**src/rtl/blkx_pkg.sv**
```systemverilog
package blkx_pkg;

   typedef enum logic [1:0] {
      GRANT_NONE = 2'd0,
      GRANT_RO   = 2'd1,
      GRANT_RW   = 2'd2
   } grant_e;

   localparam logic [1:0] PROT_DENY = 2'b00;
   localparam logic [1:0] PROT_RO_A = 2'b01;
   localparam logic [1:0] PROT_RW   = 2'b10;
   localparam logic [1:0] PROT_RO_B = 2'b11;

   // Bit positions inside the first descriptor word, below the page field.
   localparam int unsigned EN_USR_BIT = 0;
   localparam int unsigned EN_SUP_BIT = 1;
   localparam int unsigned LEN_LSB    = 2;

   function automatic grant_e grant_of(input logic [1:0] prot, input logic is_write);
      grant_e g;
      unique case (prot)
         PROT_DENY: g = GRANT_NONE;
         PROT_RW:   g = GRANT_RW;
         PROT_RO_A,
         PROT_RO_B: g = is_write ? GRANT_NONE : GRANT_RO;
         default:   g = GRANT_NONE;
      endcase
      return g;
   endfunction

endpackage

```
**src/rtl/blkx_regfile.sv**
```systemverilog
module blkx_regfile
   import blkx_pkg::*;
#(
   parameter int unsigned NUM_PAIRS = 8,
   parameter int unsigned DATA_W    = 32,
   parameter int unsigned OFFSET_W  = 17,
   parameter int unsigned LEN_W     = 11,
   localparam int unsigned IDX_W    = $clog2(NUM_PAIRS),
   localparam int unsigned PAGE_W   = DATA_W - OFFSET_W
) (
   input  logic                               clk,
   input  logic                               rst_n,
   input  logic                               wr_en,
   input  logic [IDX_W-1:0]                   wr_idx,
   input  logic                               wr_hi,
   input  logic [DATA_W-1:0]                  wr_data,
   output logic [NUM_PAIRS-1:0][PAGE_W-1:0]   base_o,
   output logic [NUM_PAIRS-1:0][LEN_W-1:0]    len_o,
   output logic [NUM_PAIRS-1:0]               en_sup_o,
   output logic [NUM_PAIRS-1:0]               en_usr_o,
   output logic [NUM_PAIRS-1:0][PAGE_W-1:0]   phys_o,
   output logic [NUM_PAIRS-1:0][1:0]          prot_o
);

   localparam int unsigned LEN_MSB = LEN_LSB + LEN_W - 1;

   // Elaboration-time parameter checks
   if (NUM_PAIRS < 2 || (NUM_PAIRS % 2) != 0 || (1 << IDX_W) != NUM_PAIRS) begin : g_bad_pairs
      $error("blkx_regfile: NUM_PAIRS must be an even power of two");
   end
   if (LEN_MSB >= OFFSET_W) begin : g_bad_len
      $error("blkx_regfile: length field does not fit below the page field");
   end
   if (OFFSET_W + LEN_W > DATA_W) begin : g_bad_mask
      $error("blkx_regfile: widened mask exceeds the word width");
   end

   logic [NUM_PAIRS-1:0][PAGE_W-1:0] base_q;
   logic [NUM_PAIRS-1:0][LEN_W-1:0]  len_q;
   logic [NUM_PAIRS-1:0]             en_sup_q;
   logic [NUM_PAIRS-1:0]             en_usr_q;
   logic [NUM_PAIRS-1:0][PAGE_W-1:0] phys_q;
   logic [NUM_PAIRS-1:0][1:0]        prot_q;

   // Field bits without storage; folded so that they are visibly consumed.
   logic unused_wr_bits;
   assign unused_wr_bits = ^wr_data[OFFSET_W-1:LEN_LSB];

   for (genvar i = 0; i < NUM_PAIRS; i++) begin : g_slot
      always_ff @(posedge clk or negedge rst_n) begin
         if (!rst_n) begin
            base_q[i]   <= '0;
            len_q[i]    <= '0;
            en_sup_q[i] <= 1'b0;
            en_usr_q[i] <= 1'b0;
            phys_q[i]   <= '0;
            prot_q[i]   <= PROT_DENY;
         end else if (wr_en && (wr_idx == IDX_W'(i))) begin
            if (wr_hi) begin
               base_q[i]   <= wr_data[DATA_W-1:OFFSET_W];
               len_q[i]    <= wr_data[LEN_MSB:LEN_LSB];
               en_sup_q[i] <= wr_data[EN_SUP_BIT];
               en_usr_q[i] <= wr_data[EN_USR_BIT];
            end else begin
               phys_q[i] <= wr_data[DATA_W-1:OFFSET_W];
               prot_q[i] <= wr_data[1:0];
            end
         end
      end
   end

   assign base_o   = base_q;
   assign len_o    = len_q;
   assign en_sup_o = en_sup_q;
   assign en_usr_o = en_usr_q;
   assign phys_o   = phys_q;
   assign prot_o   = prot_q;

   AST_LOWER_WRITE_LANDS: assert property (@(posedge clk) disable iff (!rst_n)
      (wr_en && !wr_hi) |=> (prot_o[$past(wr_idx)] == $past(wr_data[1:0])))
      else $error("lower-word write not stored");

   AST_UPPER_WRITE_LANDS: assert property (@(posedge clk) disable iff (!rst_n)
      (wr_en && wr_hi) |=> (en_usr_o[$past(wr_idx)] == $past(wr_data[EN_USR_BIT])))
      else $error("upper-word write not stored");

endmodule

```
**src/rtl/blkx_pair_match.sv**
```systemverilog
module blkx_pair_match #(
   parameter int unsigned ADDR_W   = 32,
   parameter int unsigned OFFSET_W = 17,
   parameter int unsigned LEN_W    = 11,
   localparam int unsigned PAGE_W  = ADDR_W - OFFSET_W
) (
   input  logic [ADDR_W-1:0] addr,
   input  logic              side_ok,
   input  logic              is_user,
   input  logic [PAGE_W-1:0] base,
   input  logic [LEN_W-1:0]  len,
   input  logic              en_sup,
   input  logic              en_usr,
   input  logic [PAGE_W-1:0] phys,
   output logic              hit,
   output logic [ADDR_W-1:0] paddr
);

   logic [ADDR_W-1:0] mask;
   logic [ADDR_W-1:0] base_full;
   logic [ADDR_W-1:0] phys_full;
   logic              mode_ok;
   logic              addr_ok;

   // Mask: a fixed low window plus the length field widening it upward.
   assign mask = ({{(ADDR_W-LEN_W){1'b0}}, len} << OFFSET_W)
               | {{(ADDR_W-OFFSET_W){1'b0}}, {OFFSET_W{1'b1}}};

   assign base_full = {base, {OFFSET_W{1'b0}}};
   assign phys_full = {phys, {OFFSET_W{1'b0}}};

   assign mode_ok = is_user ? en_usr : en_sup;
   assign addr_ok = ((addr ^ base_full) & ~mask) == '0;
   assign hit     = side_ok && mode_ok && addr_ok;

   assign paddr = (addr & mask) | (phys_full & ~mask);

endmodule

```
**src/rtl/blkx_pick.sv**
```systemverilog
module blkx_pick
   import blkx_pkg::*;
#(
   parameter int unsigned NUM_PAIRS = 8,
   parameter int unsigned ADDR_W    = 32
) (
   input  logic                             clk,
   input  logic                             rst_n,
   input  logic [NUM_PAIRS-1:0]             hit_i,
   input  logic [NUM_PAIRS-1:0][ADDR_W-1:0] paddr_i,
   input  logic [NUM_PAIRS-1:0][1:0]        prot_i,
   input  logic                             is_write,
   output logic                             hit_o,
   output logic [ADDR_W-1:0]                paddr_o,
   output grant_e                           grant_o
);

   logic [NUM_PAIRS:0]   seen;
   logic [NUM_PAIRS-1:0] win;
   logic [ADDR_W-1:0]    paddr_acc;
   logic [1:0]           prot_acc;

   assign seen[0] = 1'b0;

   // Lowest index wins: each slot is blocked by any hit below it.
   for (genvar i = 0; i < NUM_PAIRS; i++) begin : g_chain
      assign win[i]    = hit_i[i] & ~seen[i];
      assign seen[i+1] = seen[i] | hit_i[i];
   end

   always_comb begin
      paddr_acc = '0;
      prot_acc  = '0;
      for (int i = 0; i < NUM_PAIRS; i++) begin
         paddr_acc = paddr_acc | ({ADDR_W{win[i]}} & paddr_i[i]);
         prot_acc  = prot_acc  | ({2{win[i]}} & prot_i[i]);
      end
   end

   assign hit_o   = seen[NUM_PAIRS];
   assign paddr_o = paddr_acc;
   assign grant_o = hit_o ? grant_of(prot_acc, is_write) : GRANT_NONE;

   AST_SINGLE_WINNER: assert property (@(posedge clk) disable iff (!rst_n)
      $onehot0(win))
      else $error("more than one descriptor selected");

   AST_WINNER_MATCHED: assert property (@(posedge clk) disable iff (!rst_n)
      (win & ~hit_i) == '0)
      else $error("selected descriptor did not match");

   AST_LOWEST_WINS: assert property (@(posedge clk) disable iff (!rst_n)
      hit_i[0] |-> win[0])
      else $error("descriptor 0 matched but lost");

endmodule

```
**src/rtl/blk_xlate_unit.sv**
```systemverilog
module blk_xlate_unit
   import blkx_pkg::*;
#(
   parameter int unsigned ADDR_W    = 32,
   parameter int unsigned NUM_PAIRS = 8,
   parameter int unsigned OFFSET_W  = 17,
   parameter int unsigned LEN_W     = 11,
   localparam int unsigned IDX_W    = $clog2(NUM_PAIRS)
) (
   input  logic              clk,
   input  logic              rst_n,
   input  logic              cfg_we,
   input  logic [IDX_W-1:0]  cfg_idx,
   input  logic              cfg_word_hi,
   input  logic [ADDR_W-1:0] cfg_wdata,
   input  logic              req_vld,
   input  logic [ADDR_W-1:0] req_addr,
   input  logic              req_fetch,
   input  logic              req_write,
   input  logic              req_user,
   output logic              rsp_vld,
   output logic              rsp_hit,
   output logic [ADDR_W-1:0] rsp_paddr,
   output logic [1:0]        rsp_grant
);

   localparam int unsigned HALF   = NUM_PAIRS / 2;
   localparam int unsigned PAGE_W = ADDR_W - OFFSET_W;

   logic [NUM_PAIRS-1:0][PAGE_W-1:0] base;
   logic [NUM_PAIRS-1:0][LEN_W-1:0]  len;
   logic [NUM_PAIRS-1:0]             en_sup;
   logic [NUM_PAIRS-1:0]             en_usr;
   logic [NUM_PAIRS-1:0][PAGE_W-1:0] phys;
   logic [NUM_PAIRS-1:0][1:0]        prot;

   logic [NUM_PAIRS-1:0]             pair_hit;
   logic [NUM_PAIRS-1:0][ADDR_W-1:0] pair_paddr;

   logic                             sel_hit;
   logic [ADDR_W-1:0]                sel_paddr;
   grant_e                           sel_grant;

   blkx_regfile #(
      .NUM_PAIRS (NUM_PAIRS),
      .DATA_W    (ADDR_W),
      .OFFSET_W  (OFFSET_W),
      .LEN_W     (LEN_W)
   ) u_regs (
      .clk      (clk),
      .rst_n    (rst_n),
      .wr_en    (cfg_we),
      .wr_idx   (cfg_idx),
      .wr_hi    (cfg_word_hi),
      .wr_data  (cfg_wdata),
      .base_o   (base),
      .len_o    (len),
      .en_sup_o (en_sup),
      .en_usr_o (en_usr),
      .phys_o   (phys),
      .prot_o   (prot)
   );

   // Lower half of the slots serves fetches, upper half serves data.
   for (genvar i = 0; i < NUM_PAIRS; i++) begin : g_pair
      logic side_ok;
      if (i < HALF) begin : g_fetch_side
         assign side_ok = req_fetch;
      end else begin : g_data_side
         assign side_ok = ~req_fetch;
      end

      blkx_pair_match #(
         .ADDR_W   (ADDR_W),
         .OFFSET_W (OFFSET_W),
         .LEN_W    (LEN_W)
      ) u_match (
         .addr    (req_addr),
         .side_ok (side_ok),
         .is_user (req_user),
         .base    (base[i]),
         .len     (len[i]),
         .en_sup  (en_sup[i]),
         .en_usr  (en_usr[i]),
         .phys    (phys[i]),
         .hit     (pair_hit[i]),
         .paddr   (pair_paddr[i])
      );
   end

   blkx_pick #(
      .NUM_PAIRS (NUM_PAIRS),
      .ADDR_W    (ADDR_W)
   ) u_pick (
      .clk      (clk),
      .rst_n    (rst_n),
      .hit_i    (pair_hit),
      .paddr_i  (pair_paddr),
      .prot_i   (prot),
      .is_write (req_write),
      .hit_o    (sel_hit),
      .paddr_o  (sel_paddr),
      .grant_o  (sel_grant)
   );

   always_ff @(posedge clk or negedge rst_n) begin
      if (!rst_n) begin
         rsp_vld   <= 1'b0;
         rsp_hit   <= 1'b0;
         rsp_paddr <= '0;
         rsp_grant <= GRANT_NONE;
      end else begin
         rsp_vld <= req_vld;
         if (req_vld) begin
            rsp_hit   <= sel_hit;
            rsp_paddr <= sel_paddr;
            rsp_grant <= sel_grant;
         end
      end
   end

   AST_RSP_FOLLOWS_REQ: assert property (@(posedge clk) disable iff (!rst_n)
      req_vld |=> rsp_vld)
      else $error("request without response");

   AST_NO_SPURIOUS_RSP: assert property (@(posedge clk) disable iff (!rst_n)
      !req_vld |=> !rsp_vld)
      else $error("response without request");

   AST_FETCH_SIDE_ONLY: assert property (@(posedge clk) disable iff (!rst_n)
      req_fetch |-> (pair_hit[NUM_PAIRS-1:HALF] == '0))
      else $error("data descriptor matched a fetch");

   AST_DATA_SIDE_ONLY: assert property (@(posedge clk) disable iff (!rst_n)
      !req_fetch |-> (pair_hit[HALF-1:0] == '0))
      else $error("fetch descriptor matched a data access");

   AST_OFFSET_KEPT: assert property (@(posedge clk) disable iff (!rst_n)
      (rsp_vld && rsp_hit) |-> (rsp_paddr[OFFSET_W-1:0] == $past(req_addr[OFFSET_W-1:0])))
      else $error("in-window offset altered");

   AST_GRANT_LEGAL: assert property (@(posedge clk) disable iff (!rst_n)
      rsp_vld |-> (rsp_grant != 2'd3))
      else $error("illegal grant code");

   AST_WRITE_NOT_RO: assert property (@(posedge clk) disable iff (!rst_n)
      (req_vld && req_write) |=> (rsp_grant != GRANT_RO))
      else $error("write granted read-only");

   AST_MISS_QUIET: assert property (@(posedge clk) disable iff (!rst_n)
      (rsp_vld && !rsp_hit) |-> (rsp_grant == GRANT_NONE && rsp_paddr == '0))
      else $error("miss carries data");

endmodule

```
**config.mk**
```make
export PLATFORM = sky130hd
export DESIGN_NAME = blk_xlate_unit
export DESIGN_NICKNAME = d
export VERILOG_FILES = /design/src/rtl/blkx_pkg.sv /design/src/rtl/blkx_regfile.sv /design/src/rtl/blkx_pair_match.sv /design/src/rtl/blkx_pick.sv /design/src/rtl/blk_xlate_unit.sv
export SDC_FILE = /design/constraint.sdc
export NUM_CORES = 1
export LEC_CHECK = 0
export BUFFER_PORTS_ARGS = -buffer_cell sky130_fd_sc_hd__buf_2
export CAP_MARGIN = 25
export CORE_MARGIN = 2
export CORE_UTILIZATION = 37
export CTS_CLUSTER_DIAMETER = 50
export CTS_CLUSTER_SIZE = 25
export DETAILED_ROUTE_END_ITERATION = 12
export SLEW_MARGIN = 20
export SYNTH_ARGS = -nofsm -noshare
export SYNTH_HDL_FRONTEND = slang
export SYNTH_SLANG_ARGS = --single-unit
```
**constraint.sdc**
```tcl
create_clock -name clk -period 3.2 [get_ports clk]
set_input_delay 0.8 -clock clk [delete_from_list [all_inputs] [get_ports clk]]
set_output_delay 0.8 -clock clk [all_outputs]
set_load 0.005 [all_outputs]
```
==> results of run 1 <==
==> worst paths after layout <==
check,startpoint,endpoint,slack (ns)
max,req_addr[20],rsp_grant[0],0.15
min,rst_n,u_regs.en_usr_o[4],0.24
max reg2reg,u_regs.base_o[61],rsp_paddr[19],0.29
min reg2reg,rsp_grant[0],rsp_grant[0],0.48
max in group asynchronous,rst_n,u_regs.base_o[94],2.08
min in group clk,req_addr[1],rsp_paddr[1],0.46
==> registers in the layout, summed over array words and instances, names as in the netlist <==
register and count:
u_regs.base_o 120, u_regs.phys_o 120, u_regs.len_o 88, rsp_paddr 32, u_regs.prot_o 16, u_regs.en_sup_o 8
u_regs.en_usr_o 8, rsp_grant 2, rsp_hit 1, rsp_vld 1
==> kinds of logic after synthesis <==
logic type	after synthesis
muxes	449
DFF	396
AOI/OAI and AO/OA	149
and+or+nand+nor	138
buffers and inverters	122
xor gates and xnor gates	120
==> routing by layer <==
layer,track usage (%),share of wire (%),wire [um]
met3,3.317,4.0,2088
met4,5.039,2.1,1097
met2,33.32,47,24430
met5,0,0,0
met1,28.89,46,23950
==> critical path, stage by stage <==
cell and delay, ns:
buf_2 0.31, buf_4 0.18, xnor2_1 0.11, o22ai_1 0.11
nor4_1 0.28, nand3_1 0.17, buf_4 0.24, buf_4 0.14
a222oi_1 0.31, buf_4 0.18, a21boi_0 0.32, a311oi_1 0.16
a21o_1 0.17
==> cells in the mapped netlist, types with 2 or more instances <==
| library cell | instances | area (um2) |
|---|---|---|
| a211oi_1 | 3 | 22.52 |
| nand4_1 | 2 | 12.51 |
| o211ai_1 | 4 | 30.03 |
| clkbuf_1 | 53 | 198.9 |
| nor4_1 | 21 | 131.4 |
| or3_1 | 3 | 18.77 |
| nor3b_1 | 2 | 15.01 |
| buf_1 | 5 | 18.77 |
| a221oi_1 | 12 | 105.1 |
| buf_4 | 4 | 30.03 |
| nor2b_1 | 2 | 12.51 |
| dfrtp_1 | 396 | 9910 |
| nor2_2 | 9 | 56.30 |
| nand3b_1 | 4 | 30.03 |
| o32a_1 | 10 | 100.1 |
| nor3_1 | 11 | 55.05 |
| inv_1 | 28 | 105.1 |
| o22ai_1 | 49 | 306.5 |
| mux2_2 | 377 | 4245 |
| o221ai_1 | 21 | 183.9 |
| o21ai_0 | 8 | 40.04 |
| xnor2_1 | 88 | 770.7 |
| a31oi_1 | 3 | 18.77 |
| buf_2 | 27 | 135.1 |
| a221o_1 | 9 | 90.09 |
| nand4b_1 | 2 | 17.52 |
| xnor2_2 | 4 | 65.06 |
| nand2b_1 | 3 | 18.77 |
| a211o_1 | 3 | 26.28 |
| mux2i_1 | 72 | 720.7 |
| o2bb2ai_1 | 17 | 148.9 |
| xor2_1 | 28 | 245.2 |
| nor4b_1 | 5 | 43.79 |
| nor2_1 | 34 | 127.6 |
| buf_6 | 4 | 45.04 |
| nand2_1 | 19 | 71.32 |
| o22a_1 | 2 | 17.52 |
| nand3_1 | 12 | 60.06 |
==> cell type report <==
cell class | instances | share of cell area [%]
timing repair buffer | 253 | 8.297
inverter | 28 | 0.4761
multi-input combinational | 856 | 36.35
tap | 664 | 3.763
clock inverter | 26 | 1.559
clock buffer | 45 | 4.664
sequential | 396 | 44.89
==> metrics by stage <==
| step | setup TNS [ns] | hold WS [ns] |
|---|---|---|
| after floorplan | 0 | 0.4712 |
| after global placement | -9.154 | 0.4655 |
| after detailed placement | -10.10 | 0.4684 |
| after CTS | 0 | 0.2885 |
| after global routing | 0 | 0.2829 |
| final | 0 | 0.2449 |
==> where the power goes <==
part	internal (mW)	total, mW	switching, mW	leakage [nW]
logic	1.66	2.83	1.17	4.10
clock network	2.73	4.93	2.20	0.662
registers	6.08	6.84	0.764	4.89
==> flow_summary.toml, run 1 <==
[run_status]
outcome = "finished clean"

[sta]
finalCritPeriodShare_pct = 95.31
fin_crit_ns = 3.050
finalSetupViolCount = 0
final.setup.worst_slack_ns = 0.1499
worst_slew_pin_slew_ns = 0.8214
hold_viol_final = 0
clock_skew_ns = 0.03572
max_freq_ghz = 0.3279
slew_headroom_pct = 45.18
rsz0062_at_grt = "no"
drv_slew = 0

[final_layout]
n_antenna_cell = 0
mostFrequentLayoutCells = "dfrtp_1, mux2_2, buf_4"
area_growth_pct = 19.73
fillers = 4486
drive_gt1_share_pct = 45.26
fin_nets = 1649
design_area_um2 = 22080
seq_area_um2 = 9910
final_util_pct = 45.01
instances_no_fill = 2268
mostFrequentLayoutCell = "dfrtp_1"
multi_input_area_um2 = 8025

[synthesis]
synth.distinct_cells = 56
synth_warnings = 0
synth_xor_area_share_pct = 5.863
synth_compound_area_share_pct = 6.345
synthAdderAreaFrac_pct = 0
seq_area_frac_synth_pct = 53.75
synth_area_um2 = 18440
synthCells = 1374
synth_nets = 1449
synth_ff_type = "dfrtp_1"
synth_top_family_by_area = "multiplexers"
synthMuxAreaShare_pct = 26.93
ys_seq_elements = 396
async_flop_share_pct = 100.0
syn_avg_cell_area_um2 = 13.42
yosys.area_share.simple_pct = 4.112
synth_edf_count = 0

[place]
dpl_cell_area_um2 = 20700
dp_slack_ns = -0.4154
dp_hpwl_um = 36680
port_buffers = 106
dp.cells = 2197
gp_congestion = 0.8550

[clock_network]
post_cts_resized = 0
numCtsBuffers = 39
post_cts_buffers = 0
cts.sinks = 396
path_clk_slew_ns = 0.07
insertion_delay_ns = 0.58
cts_tree = "done"
cts_hold_buf = 0
cts_root_buf = "clkbuf_16"
h-tree-depth = 2
cts_buffer_depth = 3

[die]
start_util_pct = 37.59
fp-row-count = 81
die_area_um2 = 51630
dieHeight_um = 227.2
coreArea_um2 = 49050
io_pins = 111
die_w_um = 227.2

[route]
ant_nets = 0
avgViaCountPerCell = 5.315
drt_first_pass_iters = 5
wl_per_cell_um = 22.74
drc = 0
finalWirelength_um = 51570
vias = 12060
drt_iter0_markers = 675

[global_route]
grtUsageTotal_pct = 20.57
grt-ovfl-total = 0
first_global_vias = 12670
antenna_found_initial = 1
grt_pass1_wl_um = 79270
grt_max_degree = 88

[critical_path]
cp.required_ns = 3.66
criticalPathCategory = "input port to flip-flop"
reg2reg_depth = 8
start_kind = "input port"
end_kind = "flip-flop"
critPathMaxFanout = 9
arrival_ns = 3.51

[hold_path]
hp-class = "input port to asynchronous set/reset pin"

[power_and_ir_drop]
powerDensity_nw_per_um2 = 661.4
leakage_nw = 9.649
totalPowerFinal_mw = 14.60
peakVddDrop_mv = 0.3221

[flow_run]
max_cap_viol_count = 0
Note: power is estimated with default switching activity, not from simulation.
==> inputs of run 2 (changes only) <==
==> constraint.sdc (replaced) <==
create_clock -name clk -period 3.2 [get_ports clk]
set_input_delay 0.16 -clock clk [delete_from_list [all_inputs] [get_ports clk]]
set_output_delay 0.16 -clock clk [all_outputs]
set_load 0.005 [all_outputs]
==> run 2 against run 1 <==
Effect of this change:
- sequential share of layout area grew 0.54 points
- via count about the same
- cell count is 1.4% lower
- register-to-register slack worse by 0.09 ns
- global-route usage increased by 0.41 points
- first-iteration DRC count grew 13%
- core utilization fell by 0.53 points
- combinational power shrank 4%
- worst hold slack worse by 0.22 ns
- flip-flop and latch count unchanged
- critical endpoint is now rsp_paddr[25]
==> flow_summary.toml, run 2 (synthesis gave the netlist of run 1 again) <==
[route]
wl_per_cell_um = 23.69
finalWirelength_um = 52990
avgViaCountPerCell = 5.394
vias = 12070
ant_nets = 0
drt_first_pass_iters = 5
drt_iter0_markers = 762
drc = 0

[die]
dieHeight_um = 227.2
fp-row-count = 81
coreArea_um2 = 49050
die_w_um = 227.2
die_area_um2 = 51630
start_util_pct = 37.59
io_pins = 111

[clock_network]
path_clk_slew_ns = 0.07
cts_tree = "done"
insertion_delay_ns = 0.59
cts_root_buf = "clkbuf_16"
cts_buffer_depth = 3
numCtsBuffers = 40
h-tree-depth = 2
post_cts_buffers = 0
cts.sinks = 396

[critical_path]
critPathMaxStageDelay_ns = 0.46
cp.required_ns = 3.66
rrSetupSlack_ns = 0.20
cp_top_family = "compound AO/OA/AOI/OAI gates"
arrival_ns = 3.45
reg2reg_to = "rsp_paddr[25]"
cp_num_cells = 10
critPathMaxFanout = 14
crit_buf_inv = 2
path_common_cell = "buf_4"
criticalPathCategory = "flip-flop to flip-flop"
reg2reg_from = "u_regs.base_o[68]"
start_kind = "flip-flop"
crit_start = "u_regs.base_o[68]"
cp_slowest_cell = "a221oi_1"
worstPathCellList = "xnor2_1 -> o22ai_1 -> nor4_1 -> buf_4 -> and3_1 -> nor2_2 -> a221oi_1 -> buf_4 -> o221ai_1 -> o32a_1"
worstSetupEndpoint = "rsp_paddr[25]"
end_kind = "flip-flop"
reg2reg_depth = 10

[global_route]
grt-ovfl-total = 0
antenna_found_initial = 0
use_met2_pct = 33.92
grt_use_met1_pct = 29.01
grtUsageMet3_pct = 2.801
grt_max_degree = 88
grt_pass1_wl_um = 80050
top_usage_layer = "met2"
first_global_vias = 12670
grtUsageTotal_pct = 20.98

[final_layout]
seq_area_um2 = 9910
fin_nets = 1615
mostFrequentLayoutCell = "dfrtp_1"
multi_input_area_um2 = 8025
fillers = 4533
drive_gt1_share_pct = 42.75
area_growth_pct = 18.32
mostFrequentLayoutCells = "dfrtp_1, mux2_2, buf_2"

[sta]
max_freq_ghz = 0.3338
fin_crit_ns = 2.996
finalCritPeriodShare_pct = 93.61
hold_viol_final = 0
finalSetupTns_ns = 0
slew_headroom_pct = 34.84
finalSetupViolCount = 0
clock_skew_ns = 0.04032
rsz0062_at_grt = "no"
worst_slew_pin_slew_ns = 0.9763
fin_hold_ws_ns = 0.02096
drv_slew = 0

[power_and_ir_drop]
swShare_pct = 28.63
pwr-share-comb_pct = 18.5
pwr-share-clk_pct = 34.7
powerDensity_nw_per_um2 = 671.2
seq_power_share_pct = 46.8
p_switching_mw = 4.193
peakVddDrop_mv = 0.3438
totalPowerFinal_mw = 14.64
leakage_nw = 9.458
internal_power_mw = 10.45

[hold_path]
hp-class = "input port to flip-flop"

[place]
dp_hpwl_um = 36100
gp_congestion = 0.8457
port_buffers = 106

[run_status]
outcome = "finished clean"

[flow_run]
max_cap_viol_count = 0
## run 2: changes by cell type in the layout (fill, tap and decap cells not counted), sizes merged
cell and change:
diode +1, clkinv -2, clkinvlp -1, buf -60, inv +8, clkbuf -2
dlygate4sd3 +25
## run 2: power by group through the flow
stage          clock [mW]  combinational, mW  sequential [mW]
3_3_place_gp            0               2.63             6.89
4_1_cts              5.20               2.73             6.85
6_report             5.08               2.71             6.85
3_5_place_dp            0               2.70             6.95
5_1_grt              5.39               2.95             6.99
2_1_floorplan           0               1.98             6.71
## run 2: what timing repair did
item / in CTS / in global routing
endpoints found under the hold margin: 113 / 0
hold buffers: 25 / 0
endpoints found under the setup margin: 0 / 0
gates resized for setup: 0 / 0
## run 2: how the worst min path moves through the flow
stage                                     to  cells past startpoint    startpoint  slack [ns]
after global routing        u_regs.len_o[72]                      2  cfg_wdata[8]        0.03
after CTS                   u_regs.len_o[58]                      2  cfg_wdata[5]       0.002
after global placement    u_regs.en_sup_o[4]                      1         rst_n        0.19
after detailed placement  u_regs.en_sup_o[4]                      1         rst_n        0.19
final                       u_regs.len_o[25]                      2  cfg_wdata[5]        0.02
after floorplan                 rsp_grant[0]                      0         rst_n       -0.14
## run 2: cell type report
cell class	count	share of cell area (%)
Multi-Input combinational cell	856	36.79
Inverter	28	0.4818
Timing Repair Buffer	218	6.940
Clock inverter	31	1.766
Clock buffer	43	4.783
Tap cell	664	3.808
Sequential cell	396	45.42
Antenna cell	1	0.01147
## run 2: routing by layer
layer | part of all wire [%] | vias up
li1 | - | 5366
met1 | 45 | 6374
met2 | 48 | 262
met3 | 4.1 | 64
met4 | 2.8 | 0
met5 | 0 | -
## run 2: metrics by stage
step | cells | setup slack, ns | cell area, um2 | util, %
floorplan | 1374 | 0.7598 | 18440 | -
global placement | 2136 | 0.1090 | 20120 | 41.02
detailed placement | 2137 | 0.07028 | 20130 | 41.05
CTS | 2236 | 0.2215 | 21810 | 44.47
global route | 2236 | 0.003206 | 21810 | 44.47
finish | 2237 | 0.2043 | 21820 | 44.48
==> inputs of run 3 (changes only) <==
- CTS_BUF_LIST: unset -> sky130_fd_sc_hd__clkbuf_8 sky130_fd_sc_hd__clkbuf_16
==> run 3 against run 2 <==
Effect of this change:
- clock skew about the same
- largest cell class unchanged
- core utilization unchanged
- worst hold slack got worse by 0.0021 ns
- cell count unchanged
- critical path type unchanged
- critical path depth unchanged
- critical endpoint unchanged
==> flow_summary.toml, run 3 (synthesis gave the netlist of run 1 again) <==
[die]
coreArea_um2 = 49050
fp-row-count = 81
start_util_pct = 37.59
io_pins = 111
die_area_um2 = 51630
die_w_um = 227.2
dieHeight_um = 227.2

[global_route]
grt-ovfl-total = 0
grt_pass1_wl_um = 80050
grt_max_degree = 88
grtUsageTotal_pct = 20.98
first_global_vias = 12670
antenna_found_initial = 0

[clock_network]
h-tree-depth = 2
path_clk_slew_ns = 0.07
cts_root_buf = "clkbuf_16"
numCtsBuffers = 40
cts_tree = "done"
post_cts_resized = 0
cts_buffer_depth = 3
cts.sinks = 396
insertion_delay_ns = 0.59

[sta]
max_freq_ghz = 0.3340
slew_headroom_pct = 34.93
fin_crit_ns = 2.994
final.setup.worst_slack_ns = 0.2061
finalSetupTns_ns = 0
finalSetupViolCount = 0
clock_skew_ns = 0.04062
finalCritPeriodShare_pct = 93.56
worst_slew_pin_slew_ns = 0.9750
rsz0062_at_grt = "no"
drv_slew = 0
fin_hold_ws_ns = 0.01890
hold_viol_final = 0

[power_and_ir_drop]
swShare_pct = 28.65
p_switching_mw = 4.194
leakage_nw = 9.463
peakVddDrop_mv = 0.3443
pwr-share-comb_pct = 18.6
totalPowerFinal_mw = 14.64
seq_power_share_pct = 46.8
pwr-share-clk_pct = 34.7
internal_power_mw = 10.45
powerDensity_nw_per_um2 = 671.1

[place]
dpl_cell_area_um2 = 20130
dp_hpwl_um = 36100
gp_congestion = 0.8457
port_buffers = 106
dp_slack_ns = 0.07028
dp.cells = 2137

[route]
drt_first_pass_iters = 5
drc = 0
drt_iter0_markers = 768
finalWirelength_um = 53000
wl_per_cell_um = 23.69
avgViaCountPerCell = 5.401
vias = 12080
ant_nets = 0

[final_layout]
drive_gt1_share_pct = 42.75
instances_no_fill = 2237
fin_nets = 1615
mostFrequentLayoutCell = "dfrtp_1"
multi_input_area_um2 = 8025
final_util_pct = 44.48
design_area_um2 = 21820
area_growth_pct = 18.32
fillers = 4533
seq_area_um2 = 9910
mostFrequentLayoutCells = "dfrtp_1, mux2_2, buf_2"

[critical_path]
critPathMaxFanout = 14
reg2reg_depth = 10
start_kind = "flip-flop"
cp.required_ns = 3.66
criticalPathCategory = "flip-flop to flip-flop"
arrival_ns = 3.45
end_kind = "flip-flop"

[flow_run]
max_cap_viol_count = 0

[run_status]
outcome = "finished clean"

[hold_path]
hp-class = "input port to flip-flop"
whs_path_depth = 2
==> run 3: what timing repair did <==
item | 4_1_cts | 5_1_grt
setup buffers | 0 | 0
endpoints found under the hold margin | 113 | 0
setup endpoints to repair | 0 | 0
hold buffers | 25 | 0
==> run 3: final cells by class <==
type,instances,area share (%)
antenna,1,0.01147
clock buffer,42,4.766
clock inverter,32,1.784
inverter,28,0.4818
multi-input combinational,856,36.79
sequential,396,45.42
tap,664,3.808
timing repair buffer,218,6.940
==> run 3: metal layers <==
layer	part of all wire, %	wire length, um	up-vias	GRT usage [%]
met4	2.9	1542	0	7.421
met2	48	25200	268	33.92
li1	-	-	5365	-
met5	0	0	-	0
met3	4.1	2169	68	2.801
met1	45	24080	6382	29.01
==> run 3: final timing paths <==
check	slack, ns	startpoint	to
setup / recovery	0.21	u_regs.base_o[61]	rsp_paddr[25]
hold / removal	0.02	cfg_wdata[5]	u_regs.len_o[25]
max in group asynchronous	2.12	rst_n	u_regs.base_o[112]
min in group asynchronous	0.17	rst_n	u_regs.en_sup_o[4]
setup reg to reg	0.21	u_regs.base_o[61]	rsp_paddr[25]
hold reg to reg	0.48	rsp_grant[0]	rsp_grant[0]
==> run 3: worst max-delay path, stage by stage, from the launching register on <==
cell and delay [ns]:
dfrtp_1 0.40, xnor2_1 0.20, o22ai_1 0.15, nor4_1 0.37
buf_4 0.20, and3_1 0.18, nor2_2 0.20, a221oi_1 0.46
buf_4 0.19, o221ai_1 0.15, o32a_1 0.38
==> run 3: power by group through the flow <==
stage / combinational [mW] / clock, mW / sequential (mW)
after floorplan: 1.98 / 0 / 6.71
after global placement: 2.63 / 0 / 6.89
after detailed placement: 2.70 / 0 / 6.95
after CTS: 2.73 / 5.19 / 6.85
after global routing: 2.95 / 5.38 / 6.99
final: 2.72 / 5.07 / 6.85
